`config.mk`:
```
export PLATFORM = sky130hd
export DESIGN_NAME = ea_gen_unit
export DESIGN_NICKNAME = d
export VERILOG_FILES = /design/src/rtl/ea_pkg.sv /design/src/rtl/ea_mode_decode.sv /design/src/rtl/ea_sum.sv /design/src/rtl/ea_indirect_ctl.sv /design/src/rtl/ea_gen_unit.sv
export SDC_FILE = /design/constraint.sdc
export NUM_CORES = 1
export LEC_CHECK = 0
export CAP_MARGIN = 20
export CORE_AREA = 2 2 89 91
export DETAILED_ROUTE_END_ITERATION = 10
export DIE_AREA = 0 0 91 93
export PLACE_DENSITY = 0.82
export SLEW_MARGIN = 20
export SYNTH_ARGS = -nofsm -noshare
export SYNTH_HDL_FRONTEND = slang
export SYNTH_HIERARCHICAL = 1
export SYNTH_SLANG_ARGS = --single-unit
```
`constraint.sdc`:
```
create_clock -name clk -period 6.2 [get_ports clk]
set_clock_uncertainty 0.2 [all_clocks]
set_input_delay 1.86 -clock clk [delete_from_list [all_inputs] [get_ports clk]]
set_output_delay 1.86 -clock clk [all_outputs]
set_load 0.01 [all_outputs]
```
`src/rtl/ea_pkg.sv`:
```
// Shared codes for the effective address generation unit.
// Assumes: 4-bit mode codes, 2-bit result kind codes.
package ea_pkg;
    typedef enum logic [3:0] {
        MD_IMPLIED  = 4'd0,
        MD_IMM      = 4'd1,
        MD_REG      = 4'd2,
        MD_DIRECT   = 4'd3,
        MD_INDIRECT = 4'd4,
        MD_DISP     = 4'd5,
        MD_PCREL    = 4'd6,
        MD_INDEXED  = 4'd7,
        MD_BASEIDX  = 4'd8
    } ea_mode_e;

    typedef enum logic [1:0] {
        KD_NONE = 2'd0,
        KD_IMM  = 2'd1,
        KD_REG  = 2'd2,
        KD_ADDR = 2'd3
    } ea_kind_e;

    // Left adder operand source
    typedef enum logic [1:0] {
        LA_ZERO  = 2'd0,
        LA_FIELD = 2'd1,
        LA_SHORT = 2'd2,
        LA_REGB  = 2'd3
    } ea_lsel_e;

    // Right adder operand source
    typedef enum logic [1:0] {
        RB_ZERO = 2'd0,
        RB_REGA = 2'd1,
        RB_PC   = 2'd2
    } ea_rsel_e;
endpackage

```
`src/rtl/ea_mode_decode.sv`:
```
// Mode decoder: maps a 4-bit mode code onto adder operand selects,
// result kind and control class. Purely combinational.
// Assumes: codes above the last assigned mode are illegal.
module ea_mode_decode
    import ea_pkg::*;
(
    input  logic [3:0] mode,
    output ea_lsel_e   lsel,
    output ea_rsel_e   rsel,
    output ea_kind_e   kind,
    output logic       legal,
    output logic       indirect,
    output logic       implied
);
    // Decode one mode into its operand routing
    always_comb begin
        lsel     = LA_ZERO;
        rsel     = RB_ZERO;
        kind     = KD_ADDR;
        legal    = 1'b1;
        indirect = 1'b0;
        implied  = 1'b0;
        case (mode)
            MD_IMPLIED:  begin kind = KD_NONE; implied = 1'b1; end
            MD_IMM:      begin lsel = LA_FIELD; kind = KD_IMM; end
            MD_REG:      begin rsel = RB_REGA; kind = KD_REG; end
            MD_DIRECT:   lsel = LA_FIELD;
            MD_INDIRECT: begin lsel = LA_FIELD; indirect = 1'b1; end
            MD_DISP:     begin lsel = LA_FIELD; rsel = RB_REGA; end
            MD_PCREL:    begin lsel = LA_FIELD; rsel = RB_PC; end
            MD_INDEXED:  begin lsel = LA_SHORT; rsel = RB_REGA; end
            MD_BASEIDX:  begin lsel = LA_REGB; rsel = RB_REGA; end
            default:     begin legal = 1'b0; kind = KD_NONE; end
        endcase
    end
endmodule

```
`src/rtl/ea_sum.sv`:
```
// Shared address adder with two operand multiplexers.
// Assumes: DISP_W <= AW; the short displacement is sign-extended;
// the sum wraps modulo 2^AW.
module ea_sum
    import ea_pkg::*;
#(
    parameter int AW     = 16,
    parameter int DISP_W = 8
) (
    input  ea_lsel_e        lsel,
    input  ea_rsel_e        rsel,
    input  logic [AW-1:0]   field,
    input  logic [AW-1:0]   reg_a,
    input  logic [AW-1:0]   reg_b,
    input  logic [AW-1:0]   pc,
    output logic [AW-1:0]   sum
);
    logic [AW-1:0] short_ext;
    logic [AW-1:0] left_op;
    logic [AW-1:0] right_op;

    // Sign-extend the short displacement, or pass the field when widths match
    generate
        if (DISP_W < AW) begin : g_sext
            assign short_ext = {{(AW-DISP_W){field[DISP_W-1]}}, field[DISP_W-1:0]};
        end else begin : g_full
            assign short_ext = field;
        end
    endgenerate

    // Select left operand
    always_comb begin
        case (lsel)
            LA_FIELD: left_op = field;
            LA_SHORT: left_op = short_ext;
            LA_REGB:  left_op = reg_b;
            default:  left_op = '0;
        endcase
    end

    // Select right operand
    always_comb begin
        case (rsel)
            RB_REGA: right_op = reg_a;
            RB_PC:   right_op = pc;
            default: right_op = '0;
        endcase
    end

    // Wrapping add
    assign sum = left_op + right_op;
endmodule

```
`src/rtl/ea_indirect_ctl.sv`:
```
// Pointer-read controller: on launch latches the pointer address and
// holds a level request until the memory answers with read-valid.
// Assumes: launch only arrives while idle; one outstanding read.
module ea_indirect_ctl #(
    parameter int AW = 16
) (
    input  logic          clk,
    input  logic          rst_n,
    input  logic          launch,
    input  logic [AW-1:0] ptr,
    input  logic          mem_rvalid,
    output logic          mem_req,
    output logic [AW-1:0] mem_addr,
    output logic          busy,
    output logic          done
);
    typedef enum logic {ST_IDLE, ST_WAIT} st_e;
    st_e state;

    // Advance the wait state and latch the pointer address
    always_ff @(posedge clk) begin
        if (!rst_n) begin
            state    <= ST_IDLE;
            mem_addr <= '0;
        end else begin
            case (state)
                ST_IDLE: if (launch) begin
                    state    <= ST_WAIT;
                    mem_addr <= ptr;
                end
                default: if (mem_rvalid) state <= ST_IDLE;
            endcase
        end
    end

    assign busy    = (state == ST_WAIT);
    assign mem_req = busy;
    assign done    = busy && mem_rvalid;
endmodule

```
`src/rtl/ea_gen_unit.sv`:
```
// Effective address generation unit top level.
// Accepts a decoded instruction when start is high and busy is low,
// registers the operand/effective address one cycle later, or runs a
// pointer read through memory for indirect mode.
// Assumes: register-file read data arrives combinationally in the
// cycle the selects are presented.
module ea_gen_unit
    import ea_pkg::*;
#(
    parameter int AW     = 16,
    parameter int NREG   = 8,
    parameter int DISP_W = 8,
    localparam int RSW   = $clog2(NREG)
) (
    input  logic           clk,
    input  logic           rst_n,
    input  logic           start,
    input  logic [3:0]     mode,
    input  logic [AW-1:0]  addr_field,
    input  logic [RSW-1:0] rsel_a,
    input  logic [RSW-1:0] rsel_b,
    input  logic [AW-1:0]  pc,
    output logic [RSW-1:0] rf_sel_a,
    output logic [RSW-1:0] rf_sel_b,
    input  logic [AW-1:0]  rf_data_a,
    input  logic [AW-1:0]  rf_data_b,
    output logic           mem_req,
    output logic [AW-1:0]  mem_addr,
    input  logic           mem_rvalid,
    input  logic [AW-1:0]  mem_rdata,
    output logic           busy,
    output logic           out_valid,
    output logic [1:0]     out_kind,
    output logic [AW-1:0]  out_value,
    output logic           implied_flag,
    output logic           illegal
);
    ea_lsel_e      dec_lsel;
    ea_rsel_e      dec_rsel;
    ea_kind_e      dec_kind;
    logic          dec_legal;
    logic          dec_ind;
    logic          dec_impl;
    logic [AW-1:0] sum;
    logic          accept;
    logic          launch;
    logic          ind_done;

    assign rf_sel_a = rsel_a;
    assign rf_sel_b = rsel_b;

    ea_mode_decode u_dec (
        .mode     (mode),
        .lsel     (dec_lsel),
        .rsel     (dec_rsel),
        .kind     (dec_kind),
        .legal    (dec_legal),
        .indirect (dec_ind),
        .implied  (dec_impl)
    );

    ea_sum #(.AW(AW), .DISP_W(DISP_W)) u_sum (
        .lsel  (dec_lsel),
        .rsel  (dec_rsel),
        .field (addr_field),
        .reg_a (rf_data_a),
        .reg_b (rf_data_b),
        .pc    (pc),
        .sum   (sum)
    );

    assign accept = start && !busy;
    assign launch = accept && dec_legal && dec_ind;

    ea_indirect_ctl #(.AW(AW)) u_ind (
        .clk        (clk),
        .rst_n      (rst_n),
        .launch     (launch),
        .ptr        (sum),
        .mem_rvalid (mem_rvalid),
        .mem_req    (mem_req),
        .mem_addr   (mem_addr),
        .busy       (busy),
        .done       (ind_done)
    );

    // Register the result strobe, kind, value and flags
    always_ff @(posedge clk) begin
        if (!rst_n) begin
            out_valid    <= 1'b0;
            out_kind     <= KD_NONE;
            out_value    <= '0;
            implied_flag <= 1'b0;
            illegal      <= 1'b0;
        end else begin
            out_valid    <= 1'b0;
            implied_flag <= 1'b0;
            illegal      <= 1'b0;
            if (ind_done) begin
                out_valid <= 1'b1;
                out_kind  <= KD_ADDR;
                out_value <= mem_rdata;
            end else if (accept && !dec_legal) begin
                illegal <= 1'b1;
            end else if (accept && !dec_ind) begin
                out_valid    <= 1'b1;
                out_kind     <= dec_kind;
                out_value    <= sum;
                implied_flag <= dec_impl;
            end
        end
    end
endmodule

```
* Yosys cells after proc, flatten, opt, wreduce, memory -nomap -nowiden
Cells that the tools add are included.
Word-level totals: logic and storage cells 65, input port bits 94, output and inout port bits 45, register bits after elaboration 38
Operators by class: muxes and demuxes 21, reduce and logical (&&, ||, !) cells 19, eq/ne operators 14, add/subtract/negate cells 1, bitwise operators 3
Operator list (number):
- 16-bit 2-to-1 mux | 3
- 16-bit one-hot mux with 3 select lines | 1
- 16-bit one-hot mux with 2 select lines | 1
- 16-bit adder | 1
- 4-bit by 3-bit equality test with 1-bit output, second input constant | 4
- 2-bit one-hot mux with 3 select lines | 2
- 1-bit 2-to-1 mux | 10
- 9-bit OR reduction | 1
- 4-bit by 2-bit equality test with 1-bit output, second input constant | 2
- 4-bit OR reduction | 2
- 2-bit equality test, second input constant | 3
- 1-bit logical AND | 6
- 2-bit 2-to-1 mux | 3
- 6-bit OR reduction | 1
- 5-bit OR reduction | 1
- 2-bit by 1-bit equality test with 1-bit output, second input constant | 2
- 4-bit by 1-bit equality test with 1-bit output, second input constant | 1
- 4-bit equality test, second input constant | 1
- 4-bit zero test | 1
- 2-bit one-hot mux with 2 select lines | 1
- 2-bit AND reduction | 2
- 1-bit zero test | 3
- 1-bit inverter | 3
- 2-bit inequality test, second input constant | 1
- other kinds (2) | 2

* Longest topological paths before layout
depth in word-level cells 9, depth in mapped cells 19, depth with buffers taken out 17

* Hierarchy
Netlist, hierarchy kept.
By module, submodules not included:
- ea_sum | area each 1357.6 um^2, cells an instance 191, times used 1, seq. area each 0.0 um^2
- ea_gen_unit | area each 913.4 um^2, cells an instance 113, times used 1, seq. area each 420.4 um^2
- ea_indirect_ctl | area each 709.4 um^2, cells an instance 76, times used 1, seq. area each 340.3 um^2
- ea_mode_decode | area each 137.6 um^2, cells an instance 20, times used 1, seq. area each 0.0 um^2

* Worst setup path before layout
Ideal clock, no wire load.
kind input -> register, from input mode[0], to register out_value[12], setup time 0.074 ns, arrival 4.984 ns, required time 5.926 ns, path slack 0.942 ns, buffers on the path 3, cell stages on the path 18, cells stage by stage buf_2 > or4b_4 > nand2_1 > buf_2 > nor2b_1 > buf_2 > a22o_1 > ha_1 > inv_1 > fa_1 > nand2b_1 > a21oi_2 > a211oi_2 > o31ai_4 > nor3_2 > a211oi_1 > nand2_1 > a31oi_1
Between the ends: word-level cells in the longest chain between the ends 9, elaborated cells between the ends (all ways) 34, classes of those cells add/sub: 1; eq/ne: 14; mux: 9; reduce/logical: 10
Ends and longest elaborated chain:
- start: declaration | RTL line ea_gen_unit.sv:18 | input logic [3:0] mode,
- 4-bit by 1-bit equality test with 1-bit output (tied with other cells) | RTL line ea_mode_decode.sv:23 | case (mode)
- 5-bit OR reduction (no source line)
- 2-bit one-hot mux with 3 select lines * | RTL line ea_mode_decode.sv:23
- via dec_lsel[1] | RTL line ea_gen_unit.sv:38 | ea_lsel_e dec_lsel;
- 2-bit equality test or 2-bit by 1-bit equality test with 1-bit output (tied branches) | RTL line ea_sum.sv:33 | case (lsel)
- 16-bit one-hot mux with 3 select lines * | RTL line ea_sum.sv:33
- 16-bit adder * | RTL line ea_sum.sv:51 | assign sum = left_op + right_op;
- via sum[12] | RTL line ea_gen_unit.sv:44 | logic [AW-1:0] sum;
- 16-bit 2-to-1 mux * | RTL line ea_gen_unit.sv:105 | end else if (accept && !dec_ind) begin
- 16-bit 2-to-1 mux * | RTL line ea_gen_unit.sv:103 | end else if (accept && !dec_legal) begin
- 16-bit 2-to-1 mux * | RTL line ea_gen_unit.sv:99 | if (ind_done) begin
- end signal: assignment | RTL line ea_gen_unit.sv:102 | out_value <= mem_rdata;
- end signal: assignment | RTL line ea_gen_unit.sv:108 | out_value <= sum;
- end: declaration | RTL line ea_gen_unit.sv:34 | output logic [AW-1:0] out_value,
The timed path passes the listed nets; every way through them passes the cells marked *. The select of a mux whose other input is x is not followed. A chain may end at the register's enable or synchronous reset.

* Final worst setup path
from input mode[1], to register out_value[15]
Same word-level chain as after synthesis.

==> metrics.txt <==
cells after synthesis 400; global placement routability congestion 0.8301; Max FO, Critical Path 14; Worst EP arrival approximately 5.7 ns; relative max-transition margin around two fifths; Post-synth EDFFs 0; R2R Setup Slk ~4.2 ns; grt met2 use a little over a third; fin crit period 5.692 ns; FF-to-FF End out_kind[1]; Final ANT Viol Nets 0; ys async rst share 0%; hold-fix buffers at CTS 0; flip-flop and latch count after synthesis 38; Yosys Warn Count 6; GR Util All Layers around a fifth; Sequential Power Share between 40 and 50%; HP Start u_ind/mem_addr[9]; Critical R2R Launch u_ind/busy; Slew @ Worst Pin 0.8785 ns; root buf cell clkbuf_8; Skew-Pair Late Insertion Delay roughly 0.28 ns; DR WL/cell around 14 µm; via count 3182; switching share of power slightly below 30%; Top Ports 139; # DRC 0; core occupancy in the finished layout between 50% and 60%; worst-case reg-to-reg path depth 2; Die X ~91 µm; largest net degree at the start of global routing 39; Main synth FF type dfxtp_1; slowest CP cell or4b_4; CTS tree built; CP Cell Sequence clkdlybuf4s50_1 > or4b_4 > nand2_1 > buf_4 > mux2_2 > a22o_1 > ha_1 > o211ai_1 > o21a_1 > o21a_1 > o21ai_2 > a31oi_1 > xnor2_1 > nand2_1 > a31oi_1; Clock power frac between 20% and 30%; setup TNS 0 ns; FMAX roughly 180 MHz; Min-Delay Path Class flip-flop to flip-flop; Unique masters post-synth 59; TritonCTS Sinks 38; Post-synth top cells nand2_1 (90), dfxtp_1 (38), nor2_1 (26), o21ai_0 (22); initial antenna violation count 0; first-pass GRT wire length roughly 15000 µm; Antenna diodes 0; core area around 0.0075 mm²; fraction of final layout cells sized beyond drive strength 1 just under 9%; Net Sw Power between 0.00015 and 0.0002 W; WS Path Type primary input to flip-flop; clk buf depth 2; clock transition at the registers of the reported paths around 0.07 ns; Fill cells about 700; CP required between 6 and 7 ns; final number of max-transition violations 0; max incr delay on CP ~0.57 ns; worst hold stages 2; Setup violations, final 0; Setup crit end kind flip-flop; Synth Area per Inst slightly below 8 µm²; Tcrit/Tclk final roughly nine tenths; Inserted Clock Buffers 5; die area around 0.0085 mm²; Port Buffer Count 126; Logic pwr share between 30% and 40%; Finished Layout Cells between 600 and 700; post-DP HPWL 7054 µm; Hold Fails Final Rpt 0; remaining global-route overflow 0; H-tree depth 2; busiest metal layer after global routing met2; Initial Utilization 41.42%; CP Launch Type primary input; Post-Syn Area 0.003118 mm²; routed vias/inst 5.251; top cells by area, synth dfxtp_1 (24%), nand2_1 (11%), ha_1 (6.8%); Net Count, Synth a little over 500; DRT Pass-1 Iters 4; FP Rows 32; Area Overhead vs Synth 41.73%; routed wire length just under 9000 µm; internal power 0.0004445 W; status finished, final reports clean; met3 usage under 10%; vias in the first global route 3196; setup bufs post-CTS 0; hold endpoint u_ind/mem_addr[9]; placed cells approximately 600; RSZ-0062 raised after global routing no; worst vdd ir 0.00006817 V; Die Ht around 93 µm; violation count after the first detailed-route iteration 109; Pleak 1.667 nW; max_cap viols 0; top-area cell type share of the netlist area about a quarter; PwrDens about 140 mW/mm²; net count reported at finish roughly 620; GRT met1 Usage 26.32%; CTS resizes 0; Seq/Total Area, Yosys around a quarter; Yosys top cell by area dfxtp_1; count leader, synth nand2_1
[worst max path at each step]
stage,startpoint,end,depth (start not counted)
2_1_floorplan,mode[0],out_value[12],18
3_3_place_gp,mode[1],out_value[14],16
3_5_place_dp,mode[1],out_value[15],15
4_1_cts,mode[1],out_value[15],15
5_1_grt,mode[1],out_value[15],15
6_report,mode[1],out_value[15],15
[power by group through the flow]
stage          registers [W]  clock network [W]  logic [W]
2_1_floorplan       0.000265                  0   0.000118
3_3_place_gp        0.000261                  0   0.000211
3_5_place_dp        0.000262                  0   0.000214
4_1_cts             0.000256           0.000163   0.000216
5_1_grt             0.000257           0.000171   0.000236
6_report            0.000256           0.000157   0.000215
[layout make-up]
type                       count  area (µm²)  area share (%)
multi-input combinational    311        2082           47.11
tap                          102       127.6           2.888
sequential                    38       760.7           17.21
clock buffer                   7       76.32           1.727
timing repair buffer         135        1324           29.95
inverter                      13       48.80           1.104
[per-layer routing]
layer	vias up	part of all wire, %
li1	1616	-
met1	1431	46
met2	127	47
met3	8	6.2
met4	0	0.98
met5	-	0
[metrics by stage]
step                       power, W  worst slack (ns)  hold WS [ns]  instance area, µm²
final                     0.0006284            0.5080        0.2612                4419
after CTS                 0.0006350            0.5118        0.2640                4424
after global routing      0.0006634            0.2189        0.2908                4419
after detailed placement  0.0004759            0.2253        0.2499                4348
after floorplan           0.0003830            0.9421        0.2790                3118
after global placement    0.0004727            0.2639        0.2423                4348
[state kept, by name, indices dropped and copies added, names as in the netlist]
signal,flops
u_ind/mem_addr,16
out_valid,1
illegal,1
implied_flag,1
u_ind/busy,1
out_kind,2
out_value,16
[logic make-up after synthesis]
group / Yosys count / share of synthesized area, %
AND/OR/NAND/NOR: 145 / 21.19
AO/OA/AOI/OAI: 102 / 23.11
buffers and inverters: 51 / 8.989
flip-flops: 38 / 24.40
multiplexers: 32 / 10.91
adder cells (fa/ha/maj): 18 / 7.464
XOR/XNOR: 14 / 3.933
[cells in the final DEF (no fill, tap or decap), types with 3 or more instances in the layout]
master,n
a22o_1,6
a21oi_1,10
a22oi_1,17
xnor2_1,9
a31oi_1,17
nor2_1,26
o21ai_0,22
nand2_1,90
dfxtp_1,38
nand2b_1,3
mux2_2,16
buf_4,9
o21a_1,4
mux2i_1,16
inv_1,13
clkbuf_8,5
xor2_1,5
a21o_1,3
ha_1,17
a211oi_1,3
clkdlybuf4s50_1,125
[worst max-delay path, delay by kind of cell]
| family | cells | cell delay (ns) |
|---|---|---|
| buffers and inverters | 2 | 0.79 |
| AOI/OAI and AO/OA | 7 | 1.23 |
| adders and majority gates | 1 | 0.37 |
| and+or+nand+nor | 3 | 0.81 |
| xor gates and xnor gates | 1 | 0.29 |
| muxes | 1 | 0.35 |
Note: power is estimated with default switching activity, not from simulation.
